<file path="src/rtl/perm_set_seq.sv">
module perm_set_seq #(
  parameter int VPN_W = 20,
  parameter int PPN_W = 20,
  parameter int DATA_W = 32,
  parameter int PAGE_SHIFT = 12
) (
  input  logic              clk,
  input  logic              rst_n,
  input  logic              boot_base_we,
  input  logic [63:0]       boot_base_val,
  input  logic              req_valid,
  input  logic [VPN_W-1:0]  req_vpage,
  input  logic [15:0]       req_entry,
  input  logic [1:0]        req_level,
  output logic              busy,
  output logic              done,
  output logic              violation,
  output logic              tlb_fault,
  output logic              tlb_req,
  output logic [VPN_W-1:0]  tlb_vpage,
  input  logic              tlb_rsp_valid,
  input  logic              tlb_rsp_hit,
  input  logic [PPN_W-1:0]  tlb_rsp_ppn,
  output logic              tlb_wr_valid,
  output logic [VPN_W-1:0]  tlb_wr_vpage,
  output logic [15:0]       tlb_wr_entry,
  input  logic              tlb_wr_ready,
  output logic              rule_req,
  output logic [1:0]        rule_level,
  output logic [15:0]       rule_cur,
  output logic [15:0]       rule_new,
  input  logic              rule_rsp_valid,
  input  logic              rule_hit,
  input  logic              rule_wipe,
  output logic              mem_valid,
  output logic              mem_we,
  output logic              mem_wide,
  output logic [63:0]       mem_addr,
  output logic [DATA_W-1:0] mem_wdata,
  input  logic              mem_ready,
  input  logic              mem_rvalid,
  input  logic [15:0]       mem_rdata
);
  localparam int BYTES = DATA_W / 8;
  localparam int BSH = $clog2(BYTES);
  localparam int WIPE_N = (1 << PAGE_SHIFT) / BYTES;
  localparam int CNT_W = $clog2(WIPE_N);
  localparam logic [15:0] KEEP = 16'h07FF;

  typedef enum logic [2:0] {
    S_IDLE, S_XLATE, S_RD, S_RDW, S_MATCH, S_WIPE, S_WRM, S_WRT
  } st_t;

  st_t              st;
  logic [63:0]      base_q;
  logic             base_lock;
  logic [VPN_W-1:0] vpn_q;
  logic [PPN_W-1:0] ppn_q;
  logic [15:0]      new_q, cur_q;
  logic [1:0]       lvl_q;
  logic [CNT_W-1:0] widx;

  logic [63:0] ppn_ext, ent_addr, wipe_addr;
  logic        wipe_last;

  assign ppn_ext   = {{(64-PPN_W){1'b0}}, ppn_q};
  assign ent_addr  = base_q + (ppn_ext << 1);
  assign wipe_addr = (ppn_ext << PAGE_SHIFT) + ({{(64-CNT_W){1'b0}}, widx} << BSH);
  assign wipe_last = (widx == CNT_W'(WIPE_N - 1));

  assign busy         = (st != S_IDLE);
  assign tlb_req      = (st == S_XLATE);
  assign tlb_vpage    = vpn_q;
  assign rule_req     = (st == S_MATCH);
  assign rule_level   = lvl_q;
  assign rule_cur     = cur_q;
  assign rule_new     = new_q;
  assign mem_valid    = (st == S_RD) || (st == S_WIPE) || (st == S_WRM);
  assign mem_we       = (st == S_WIPE) || (st == S_WRM);
  assign mem_wide     = (st == S_WIPE);
  assign mem_addr     = (st == S_WIPE) ? wipe_addr : ent_addr;
  assign mem_wdata    = (st == S_WRM) ? {{(DATA_W-16){1'b0}}, new_q} : '0;
  assign tlb_wr_valid = (st == S_WRT);
  assign tlb_wr_vpage = vpn_q;
  assign tlb_wr_entry = new_q;

  always_ff @(posedge clk or negedge rst_n) begin
    if (!rst_n) begin
      st        <= S_IDLE;
      base_q    <= '0;
      base_lock <= 1'b0;
      vpn_q     <= '0;
      ppn_q     <= '0;
      new_q     <= '0;
      cur_q     <= '0;
      lvl_q     <= '0;
      widx      <= '0;
      done      <= 1'b0;
      violation <= 1'b0;
      tlb_fault <= 1'b0;
    end else begin
      done      <= 1'b0;
      violation <= 1'b0;
      tlb_fault <= 1'b0;
      if (boot_base_we && !base_lock) begin
        base_q    <= boot_base_val;
        base_lock <= 1'b1;
      end
      case (st)
        S_IDLE: if (req_valid) begin
          vpn_q <= req_vpage;
          new_q <= req_entry & KEEP;
          lvl_q <= req_level;
          st    <= S_XLATE;
        end
        S_XLATE: if (tlb_rsp_valid) begin
          if (tlb_rsp_hit) begin
            ppn_q <= tlb_rsp_ppn;
            st    <= S_RD;
          end else begin
            tlb_fault <= 1'b1;
            st        <= S_IDLE;
          end
        end
        S_RD: if (mem_ready) st <= S_RDW;
        S_RDW: if (mem_rvalid) begin
          cur_q <= mem_rdata;
          st    <= S_MATCH;
        end
        S_MATCH: if (rule_rsp_valid) begin
          if (!rule_hit) begin
            violation <= 1'b1;
            st        <= S_IDLE;
          end else if (rule_wipe) begin
            widx <= '0;
            st   <= S_WIPE;
          end else begin
            st <= S_WRM;
          end
        end
        S_WIPE: if (mem_ready) begin
          if (wipe_last) st <= S_WRM;
          else widx <= widx + 1'b1;
        end
        S_WRM: if (mem_ready) st <= S_WRT;
        S_WRT: if (tlb_wr_ready) begin
          done <= 1'b1;
          st   <= S_IDLE;
        end
        default: st <= S_IDLE;
      endcase
    end
  end
endmodule

</file>
<file path="config.mk">
export PLATFORM = sky130hd
export DESIGN_NAME = perm_set_seq
export DESIGN_NICKNAME = d
export VERILOG_FILES = /design/src/rtl/perm_set_seq.sv
export SDC_FILE = /design/constraint.sdc
export NUM_CORES = 1
export LEC_CHECK = 0
export ABC_AREA = 1
export CELL_PAD_IN_SITES_DETAIL_PLACEMENT = 1
export CELL_PAD_IN_SITES_GLOBAL_PLACEMENT = 2
export CORE_MARGIN = 4
export CORE_UTILIZATION = 25
export DETAILED_ROUTE_END_ITERATION = 6
export GPL_TIMING_DRIVEN = 1
export PLACE_DENSITY_LB_ADDON = 0.1
export SLEW_MARGIN = 20
export SYNTH_ARGS = -nofsm -noshare
export SYNTH_HDL_FRONTEND = slang
export SYNTH_SLANG_ARGS = --single-unit
</file>
<file path="constraint.sdc">
create_clock -name clk -period 2.6 [get_ports clk]
set_input_delay 0.52 -clock clk [delete_from_list [all_inputs] [get_ports clk]]
set_output_delay 0.52 -clock clk [all_outputs]
set_load 0.03 [all_outputs]
</file>
**Word level (Yosys, flattened, before mapping)**

Index checks and enable logic that the tools add are counted.

- Bits in registers: 150
- Bits in latches: 0
- Memory bits (writable): 0
- ROM bits: 0
- Output and inout bits: 196
- Memories: 0

- Add/sub/neg operators: 3
- Multiply operators: 0
- Divide/modulo/power cells: 0
- Order comparisons: 0
- Equal/unequal tests: 20
- Shift-type cells: 0
- Muxes and demuxes: 29
- Bitwise operators: 0
- Reductions and logical operators: 13

Operator list:

| kind | count |
|---|---|
| adder 64 x 21 -> 64 bit | 1 |
| 2-to-1 mux 64 bit | 1 |
| 2-to-1 mux 10 bit | 5 |
| adder 32 x 12 -> 33 bit | 1 |
| 2-to-1 mux 3 bit | 10 |
| one-hot mux 3 bit (8 select lines) | 1 |
| one-hot mux 10 bit (2 select lines) | 1 |
| != test 2 x 1 -> 1 bit (second input constant) | 7 |
| equality test 3 bit (second input constant) | 4 |
| 2-to-1 mux 11 bit | 1 |
| adder 10 x 1 -> 10 bit (second input constant) | 1 |
| equality test 10 bit (second input constant) | 1 |
| != test 2 bit (second input constant) | 5 |
| AND reduction 9 bit | 1 |
| 2-to-1 mux 1 bit | 8 |
| equality test 3 x 2 -> 1 bit (second input constant) | 2 |
| AND reduction 6 bit | 1 |
| 2-to-1 mux 2 bit | 2 |
| AND reduction 2 bit | 2 |
| equality test 3 x 1 -> 1 bit (second input constant) | 1 |
| logical NOT 3 bit | 1 |
| logical OR 1 bit | 3 |
| AND reduction 3 bit | 1 |
| nonzero test 3 bit | 1 |
| other kinds (3) | 3 |

**Longest topological paths before layout**

Gate-level depths: netlist (run 1).

- Word-level depth: 4
- Depth in mapped cells: 15

**Worst setup path before layout (run 1)**

OpenSTA, ideal clock, no wires.

- Path kind: register -> output
- Start: register ppn_q[0]
- End: output mem_addr[17]
- Arrival: 2,247 ps
- Setup slack: -167 ps
- Cell stages (with the launch flop): 13
- Cell sequence: dfrtp_1 -> ha_1 -> inv_1 -> fa_1 -> inv_1 -> nand3_1 -> nand3_1 -> nand2_1 -> nand2_1 -> nand2_1 -> nand2_1 -> xnor2_1 -> o21ai_0

- Cells in the longest elaborated chain, start to end: 2
- Elaborated cells on any way between the ends: 3
- Those cells by class: add/sub: 2; mux: 1

RTL lines:

| what | line | text |
|---|---|---|
| start, declared | 58 | `logic [PPN_W-1:0] ppn_q;` |
| start signal, assigned | 118 | `ppn_q <= tlb_rsp_ppn;` |
| adder 64 x 21 -> 64 bit / adder 32 x 12 -> 33 bit (equally long branches) | 67, 68 |  |
| 2-to-1 mux 64 bit * | 81 | `assign mem_addr = (st == S_WIPE) ? wipe_addr : ent_addr;` |
| end, declared | 38 | `output logic [63:0] mem_addr,` |

Every way passes the cells marked *; elsewhere a longest branch is shown, timed or not.

**Final worst setup path (run 1)**

- Start: register base_q[18]
- End: output mem_addr[54]

- Cells in the longest elaborated chain, start to end: 2

RTL lines:

| what | line | text |
|---|---|---|
| start, declared | 55 | `logic [63:0] base_q;` |
| start signal, assigned | 106 | `base_q <= boot_base_val;` |
| adder 64 x 21 -> 64 bit | 67 | `assign ent_addr = base_q + (ppn_ext << 1);` |
| 2-to-1 mux 64 bit | 81 |  |

Every way passes these cells.

==> results of run 1 <==
-- flip-flops by register name, indices dropped and copies added (netlist names) --
name and cells:
rule_new 11, tlb_vpage 20, done 1, violation 1
base_q 64, ppn_q 20, rule_cur 16, widx 10
tlb_fault 1, base_lock 1, st 3, rule_level 2
-- worst max-delay path by stage --
stage                           from           end  slack [ns]  cells past startpoint
final                     base_q[18]  mem_addr[54]       -0.55                     14
after global routing       ppn_q[17]  mem_addr[54]       -0.70                     14
after CTS                   ppn_q[0]  mem_addr[33]       -0.62                     15
after detailed placement  base_q[17]  mem_addr[62]       -0.44                     12
after global placement      ppn_q[2]  mem_addr[14]       -0.40                      8
after floorplan            base_q[5]  mem_addr[14]        0.02                      9
-- where the power goes --
part	internal, mW	switching [mW]
registers	2.98	0.605
clock network	1.65	1.14
logic	5.09	5.67
total	9.71	7.41
-- critical path, cell delays in order, from the launching register on --
cell                      delay [ns]
sky130_fd_sc_hd__dfrtp_1        0.42
sky130_fd_sc_hd__ha_4           0.32
sky130_fd_sc_hd__buf_12         0.12
sky130_fd_sc_hd__nand2_8        0.05
sky130_fd_sc_hd__nor2_4         0.18
sky130_fd_sc_hd__nand2_2        0.09
sky130_fd_sc_hd__nor2_2         0.12
sky130_fd_sc_hd__o21ai_2        0.07
sky130_fd_sc_hd__nand3_4        0.21
sky130_fd_sc_hd__buf_6          0.14
sky130_fd_sc_hd__nand2_2        0.05
sky130_fd_sc_hd__nand2_2        0.07
sky130_fd_sc_hd__nand2_2        0.06
sky130_fd_sc_hd__nor2_1         0.10
sky130_fd_sc_hd__buf_4          0.17
-- cell families after synthesis --
| group | count (synthesis) |
|---|---|
| adder cells (fa/ha/maj) | 22 |
| other | 1 |
| flip-flops | 150 |
| XOR/XNOR | 19 |
| buffers and inverters | 283 |
| multiplexers | 81 |
| AND/OR/NAND/NOR | 735 |
| AO/OA/AOI/OAI | 114 |
-- cells in the mapped netlist (15+ instances only) --
cell	n	area [sq um]
sky130_fd_sc_hd__mux2_2	78	878
sky130_fd_sc_hd__buf_2	16	80.1
sky130_fd_sc_hd__nand3_1	85	425
sky130_fd_sc_hd__nor3_1	23	115
sky130_fd_sc_hd__a21oi_1	65	325
sky130_fd_sc_hd__ha_1	21	263
sky130_fd_sc_hd__nand2_1	366	1370
sky130_fd_sc_hd__nand4_1	29	181
sky130_fd_sc_hd__buf_4	62	465
sky130_fd_sc_hd__nor2_1	191	717
sky130_fd_sc_hd__xnor2_1	15	131
sky130_fd_sc_hd__inv_1	182	683
sky130_fd_sc_hd__dfrtp_1	150	3750
sky130_fd_sc_hd__o21ai_0	34	170
-- area by class of cell --
cell class              count  area (sq um)
flip-flops and latches    150          3760
fillers                  4632         20900
well taps                 525           657
inverters                 189           727
repair buffers            546          5640
clock buffers              19           443
diodes                      1          2.50
multi-input cells        1002          7650
clock inverters            13           193
-- per-layer routing --
layer / GRT usage / up-vias / wire (um)
met2: 0.366 / 265 / 24200
li1: - / 5377 / -
met1: 0.279 / 5523 / 21600
met4: 0.0353 / 10 / 418
met5: 0 / - / 49
met3: 0.0659 / 33 / 3150
-- repair_timing --
action,4_1_cts,5_1_grt
pin swaps,125,174
setup endpoints to repair,74,73
cloned,0,1
setup buffers,31,34
hold endpoints to repair,0,0
gates resized for setup,451,265
==> flow_summary.yaml, run 1 <==
worst_setup_path:
  crit_end_element: "output pin"
  worst_ep_required_time_ns: 2.08
  arrival_ns: 2.63
  worst-setup-path-type: "flip-flop to output pin"
  timing.reg2reg.setup_slack_ns: 0.51
  critical_path.startpoint_type: "flip-flop"
  critical_path.reg2reg.startpoint: "widx[0]"
  critical_path.reg2reg.endpoint: "widx[5]"
  rr_worst_depth: 11
  crit_path_max_fanout: 6
grt:
  grt_antenna_before_repair: 5
  grt_start_max_net_pins: 58
  track_usage: 0.217
  first_pass_grt_wire_length_mm: 73.0
  grt_pass1_vias: 12100
  globalRoute.totalOverflow: 0
clock_tree:
  cts_inserted_buffers: 17
  tritoncts: "yes"
  cts.clk_slew.worst_paths_ns: 0.07
  clockBufferDepth: 2
  clock_tree.root_cell: "sky130_fd_sc_hd__clkbuf_16"
  htreeDepth: 4
  cts.hold.buffers_added: 0
  clk_latency_worst_skew_pair_ns: 0.46
  clock_sink_count: 150
timing:
  setup_viol_count_final: 61
  slew_headroom: 0.504
  fin_hold_ws_ns: 0.0127
  maxSlewViolCount: 0
  final.period_utilization: 1.21
  setup-tns-final_ns: -25.12
  rsz0062_at_grt: "yes"
  fmaxAchievable_mhz: 317
  finalClockSkew_ns: 0.00829
  hold_viol: 0
  worst-slew-pin-transition_ns: 0.743
  final_critical_path_setup_slack_ns: -0.551
  fin_crit_ns: 3.15
synthesis:
  synth_adder_area_share: 0.0277
  syn_inst: 1405
  number_of_enable_type_register_cells_in_the_synthesized_netlist: 0
  asyncSetResetFlopFracSynth: 1.00
  synth_ff_type: "sky130_fd_sc_hd__dfrtp_1"
  synthesized_area_per_cell_sq_um: 7.26
  synthSimpleGateAreaFrac: 0.309
  seq_area_frac_synth: 0.368
  synthXorXnorAreaFrac: 0.0163
  synth_compound_area_frac: 0.0584
  synth_top_family_by_area: "simple AND/OR/NAND/NOR gates"
  synth-warning-count: 0
  yosys-mux-area-fraction: 0.0894
  post_synth_instance_area_sq_um: 10200
  synth.ff_latch_count: 150
  ys_types: 42
die:
  num_io_pins: 346
  die_x_um: 210
  dieHeight_um: 210
  core.rowCount: 73
  core_area_sq_um: 40000
  initial_core_util: 0.255
  die_area_sq_um: 44100
drt:
  vias_per_std_cell: 4.58
  vias: 11200
  drc: 0
  drt_iter0_markers: 459
  drt-pass1-iter-count: 4
  route.antenna.remaining_nets: 0
  drt-wirelength-per-cell_um: 20.2
  drt-total-wl_mm: 49.4
placed_design:
  globalplace.congestion: 0.881
  post_dp_cell_area_sq_um: 15400
  portBuffers: 309
  place.detailed.instances: 2366
  detailedPlacementHpwl_mm: 38.4
  dpl_worst_slack_ns: -0.442
outcome:
  outcome: "finished, violations left"
  failed_checks: "setup timing"
run:
  timing.max_cap.violations: 0
power_and_ir_drop:
  total_leakage_power_nw: 9.34
  power_density_nw_per_um2: 898
  peakVddDrop_v: 0.000752
  finalPower_mw: 17.1
finish:
  num-nets-final: 2078
  post-route-cell-area_sq_um: 19100
  syn2layout_area_growth_pct: 87.0
  final_util: 0.477
  post_route_cells_drive_above_1_share: 0.455
  mostFrequentLayoutCells: "sky130_fd_sc_hd__clkdlybuf4s50_1 (230), sky130_fd_sc_hd__nand2_1 (184), sky130_fd_sc_hd__buf_4 (167), sky130_fd_sc_hd__inv_1 (153), sky130_fd_sc_hd__dfrtp_1 (147)"
  final_cells: 2445
  mostFrequentLayoutCell: "sky130_fd_sc_hd__clkdlybuf4s50_1"
min_path:
  min-delay-path-class: "primary input to async pin"
Note: power is estimated with default switching activity, not from simulation.
==> inputs of run 2 (changes only) <==
--- a/config.mk
+++ b/config.mk
@@ -15,3 +15,3 @@
 export PLACE_DENSITY_LB_ADDON = 0.1
-export SLEW_MARGIN = 20
+export SLEW_MARGIN = 5
 export SYNTH_ARGS = -nofsm -noshare
--- a/constraint.sdc
+++ b/constraint.sdc
@@ -3,2 +3,2 @@
 set_output_delay 0.52 -clock clk [all_outputs]
-set_load 0.03 [all_outputs]
+set_load 0.02 [all_outputs]
==> run 2 against run 1 <==
Against the previous run: the run still ends with setup timing left; total power fell by 13%; cell area down 1.8%; die area did not move; register-to-register slack lost 0.08 ns; via count up 1.8%; sequential power hardly changed; first-iteration DRC count is 5.9% lower; critical endpoint is now mem_addr[35]; largest cell class unchanged.
==> flow_summary.yaml, run 2 (synthesis gave the netlist of run 1 again) <==
die:
  core_area_sq_um: 40000
  die_x_um: 210
  core.rowCount: 73
  initial_core_util: 0.255
  die_area_sq_um: 44100
  num_io_pins: 346
  dieHeight_um: 210
timing:
  slew_headroom: 0.534
  maxSlewViolCount: 0
  worst-slew-pin-transition_ns: 0.699
  rsz0062_at_grt: "yes"
  fmaxAchievable_mhz: 319
  fin_crit_ns: 3.13
  finalClockSkew_ns: 0.0105
  fin_hold_ws_ns: 0.493
  final_critical_path_setup_slack_ns: -0.535
  final.period_utilization: 1.21
  hold_viol: 0
  setup_viol_count_final: 60
min_path:
  min-delay-path-class: "flip-flop to flip-flop"
clock_tree:
  clockBufferDepth: 2
  cts_inserted_buffers: 17
  tritoncts: "yes"
  cts.clk_slew.worst_paths_ns: 0.07
  clock_sink_count: 150
  clk_latency_worst_skew_pair_ns: 0.45
  clock_tree.root_cell: "sky130_fd_sc_hd__clkbuf_16"
  htreeDepth: 4
power_and_ir_drop:
  clock_power_share: 0.170
  intPower_mw: 8.65
  peakVddDrop_v: 0.000625
  combinationalPowerShare: 0.591
  p_sw_mw: 6.30
  power_frac_seq: 0.240
  power_density_nw_per_um2: 799
  total_leakage_power_nw: 9.30
  swShare: 0.421
outcome:
  failed_checks: "setup timing"
  outcome: "finished, violations left"
worst_setup_path:
  cell_family_contributing_the_most_delay_on_the_critical_path: "buffers and inverters"
  crit_slowest_cell: "sky130_fd_sc_hd__dfrtp_1"
  critical_path.startpoint_type: "flip-flop"
  worst-setup-path-type: "flip-flop to output pin"
  cpPeakStageDelay_ns: 0.43
  arrival_ns: 2.61
  worstPathBufferInverterCount: 6
  critical_path.most_common_cell: "sky130_fd_sc_hd__buf_4"
  crit_end_element: "output pin"
  worst_ep_required_time_ns: 2.08
  timing.critical_path.cells: "ha_4, nand2_2, buf_4, nor2_4, nand2_1, inv_1, buf_4, nand3_4, nand2_4, buf_6, buf_4, nand3_2, nand2_1, nor2_1, buf_4"
  crit_path_max_fanout: 4
finish:
  num-nets-final: 2158
  mostFrequentLayoutCells: "sky130_fd_sc_hd__buf_4 (281), sky130_fd_sc_hd__clkdlybuf4s50_1 (232), sky130_fd_sc_hd__nand2_1 (222), sky130_fd_sc_hd__inv_1 (161), sky130_fd_sc_hd__dfrtp_1 (149)"
  final_cells: 2525
  largest_register_ffs: 64
  post_route_cells_drive_above_1_share: 0.427
  registers.top_by_ff_count: "base_q"
  mostFrequentLayoutCell: "sky130_fd_sc_hd__buf_4"
  layout.filler_cells: 4729
  syn2layout_area_growth_pct: 83.6
drt:
  drt_iter0_markers: 432
  route.antenna.remaining_nets: 0
  vias: 11400
  vias_per_std_cell: 4.52
  drt-wirelength-per-cell_um: 19.9
  drc: 0
  drt-total-wl_mm: 50.1
  drt-pass1-iter-count: 4
placed_design:
  dpl_worst_slack_ns: -0.781
  globalplace.congestion: 0.877
  place.detailed.instances: 2433
  portBuffers: 309
  detailedPlacementHpwl_mm: 39.4
grt:
  grt_antenna_before_repair: 4
  grt_start_max_net_pins: 54
  track_usage: 0.223
  grt_pass1_vias: 12700
  globalRoute.totalOverflow: 0
  first_pass_grt_wire_length_mm: 75.2
run:
  timing.max_cap.violations: 0
[run 2: cell types whose count changed in the layout (fill, tap and decap cells not counted), moves of 17 or more]
cell                      before  now
sky130_fd_sc_hd__buf_4       167  281
sky130_fd_sc_hd__buf_12       51   11
sky130_fd_sc_hd__nand2_1     184  222
sky130_fd_sc_hd__nand2_2     123  102
sky130_fd_sc_hd__nor2_1      123  141
sky130_fd_sc_hd__nand2_4      61   44
[run 2: power groups by stage]
stage | logic (mW) | clock network [mW] | registers [mW]
final | 8.84 | 2.54 | 3.58
after global routing | 9.46 | 2.71 | 3.68
after CTS | 8.30 | 2.62 | 3.59
after detailed placement | 7.40 | 0 | 3.53
after global placement | 7.36 | 0 | 3.51
after floorplan | 3.29 | 0 | 3.91
[run 2: final cells by class]
class,instances,area (sq um),area share
Clock buffer,23,478,0.0255
Timing Repair Buffer,626,5760,0.308
Antenna cell,1,2.50,0.000134
Tap cell,525,657,0.0351
Clock inverter,9,92.6,0.00495
Multi-Input combinational cell,1002,7260,0.388
Sequential cell,150,3750,0.201
Inverter,189,714,0.0382
[run 2: repair_timing]
item | CTS | global route
gates resized for setup | 639 | 236
hold buffers | 1 | 0
endpoints found under the hold margin | 16 | 0
pin swaps | 87 | 144
buffers inserted | 39 | 27
gates cloned | 0 | 1
endpoints found under the setup margin | 75 | 64
[run 2: per-stage QoR]
| stage | setup TNS [ns] | cell area (sq um) | util | power (mW) |
|---|---|---|---|---|
| 2_1_floorplan | 0 | 10300 | - | 7.20 |
| 3_3_place_gp | -32.70 | 15500 | 0.387 | 10.9 |
| 3_5_place_dp | -34.59 | 15500 | 0.387 | 10.9 |
| 4_1_cts | -27.65 | 17600 | 0.440 | 14.5 |
| 5_1_grt | -32.44 | 18700 | 0.468 | 15.9 |
| 6_report | -23.92 | 18700 | 0.468 | 15.0 |
[run 2: tightest hold or removal path: cells and delay by family (launching register included)]
| kind | cells | cell delay (ns) |
|---|---|---|
| DFF | 1 | 0.32 |
| and+or+nand+nor | 1 | 0.07 |
| buffers and inverters | 1 | 0.07 |
[run 2: final timing paths]
kind	from	to	slack [ns]	cells after the start
min in group asynchronous	rst_n	base_q[6]	0.56	2
setup reg to reg	widx[1]	widx[7]	0.43	11
hold reg to reg	base_lock	base_lock	0.49	2
setup / recovery	ppn_q[15]	mem_addr[35]	-0.53	15
hold / removal	base_lock	base_lock	0.49	2
max in group asynchronous	rst_n	tlb_vpage[1]	1.34	3
[run 2: per-layer routing]
| layer | GRT usage | part of all wire |
|---|---|---|
| met1 | 0.290 | 0.45 |
| met2 | 0.378 | 0.49 |
| met3 | 0.0630 | 0.057 |
| met4 | 0.0369 | 0.011 |
| met5 | 0 | 0.00082 |
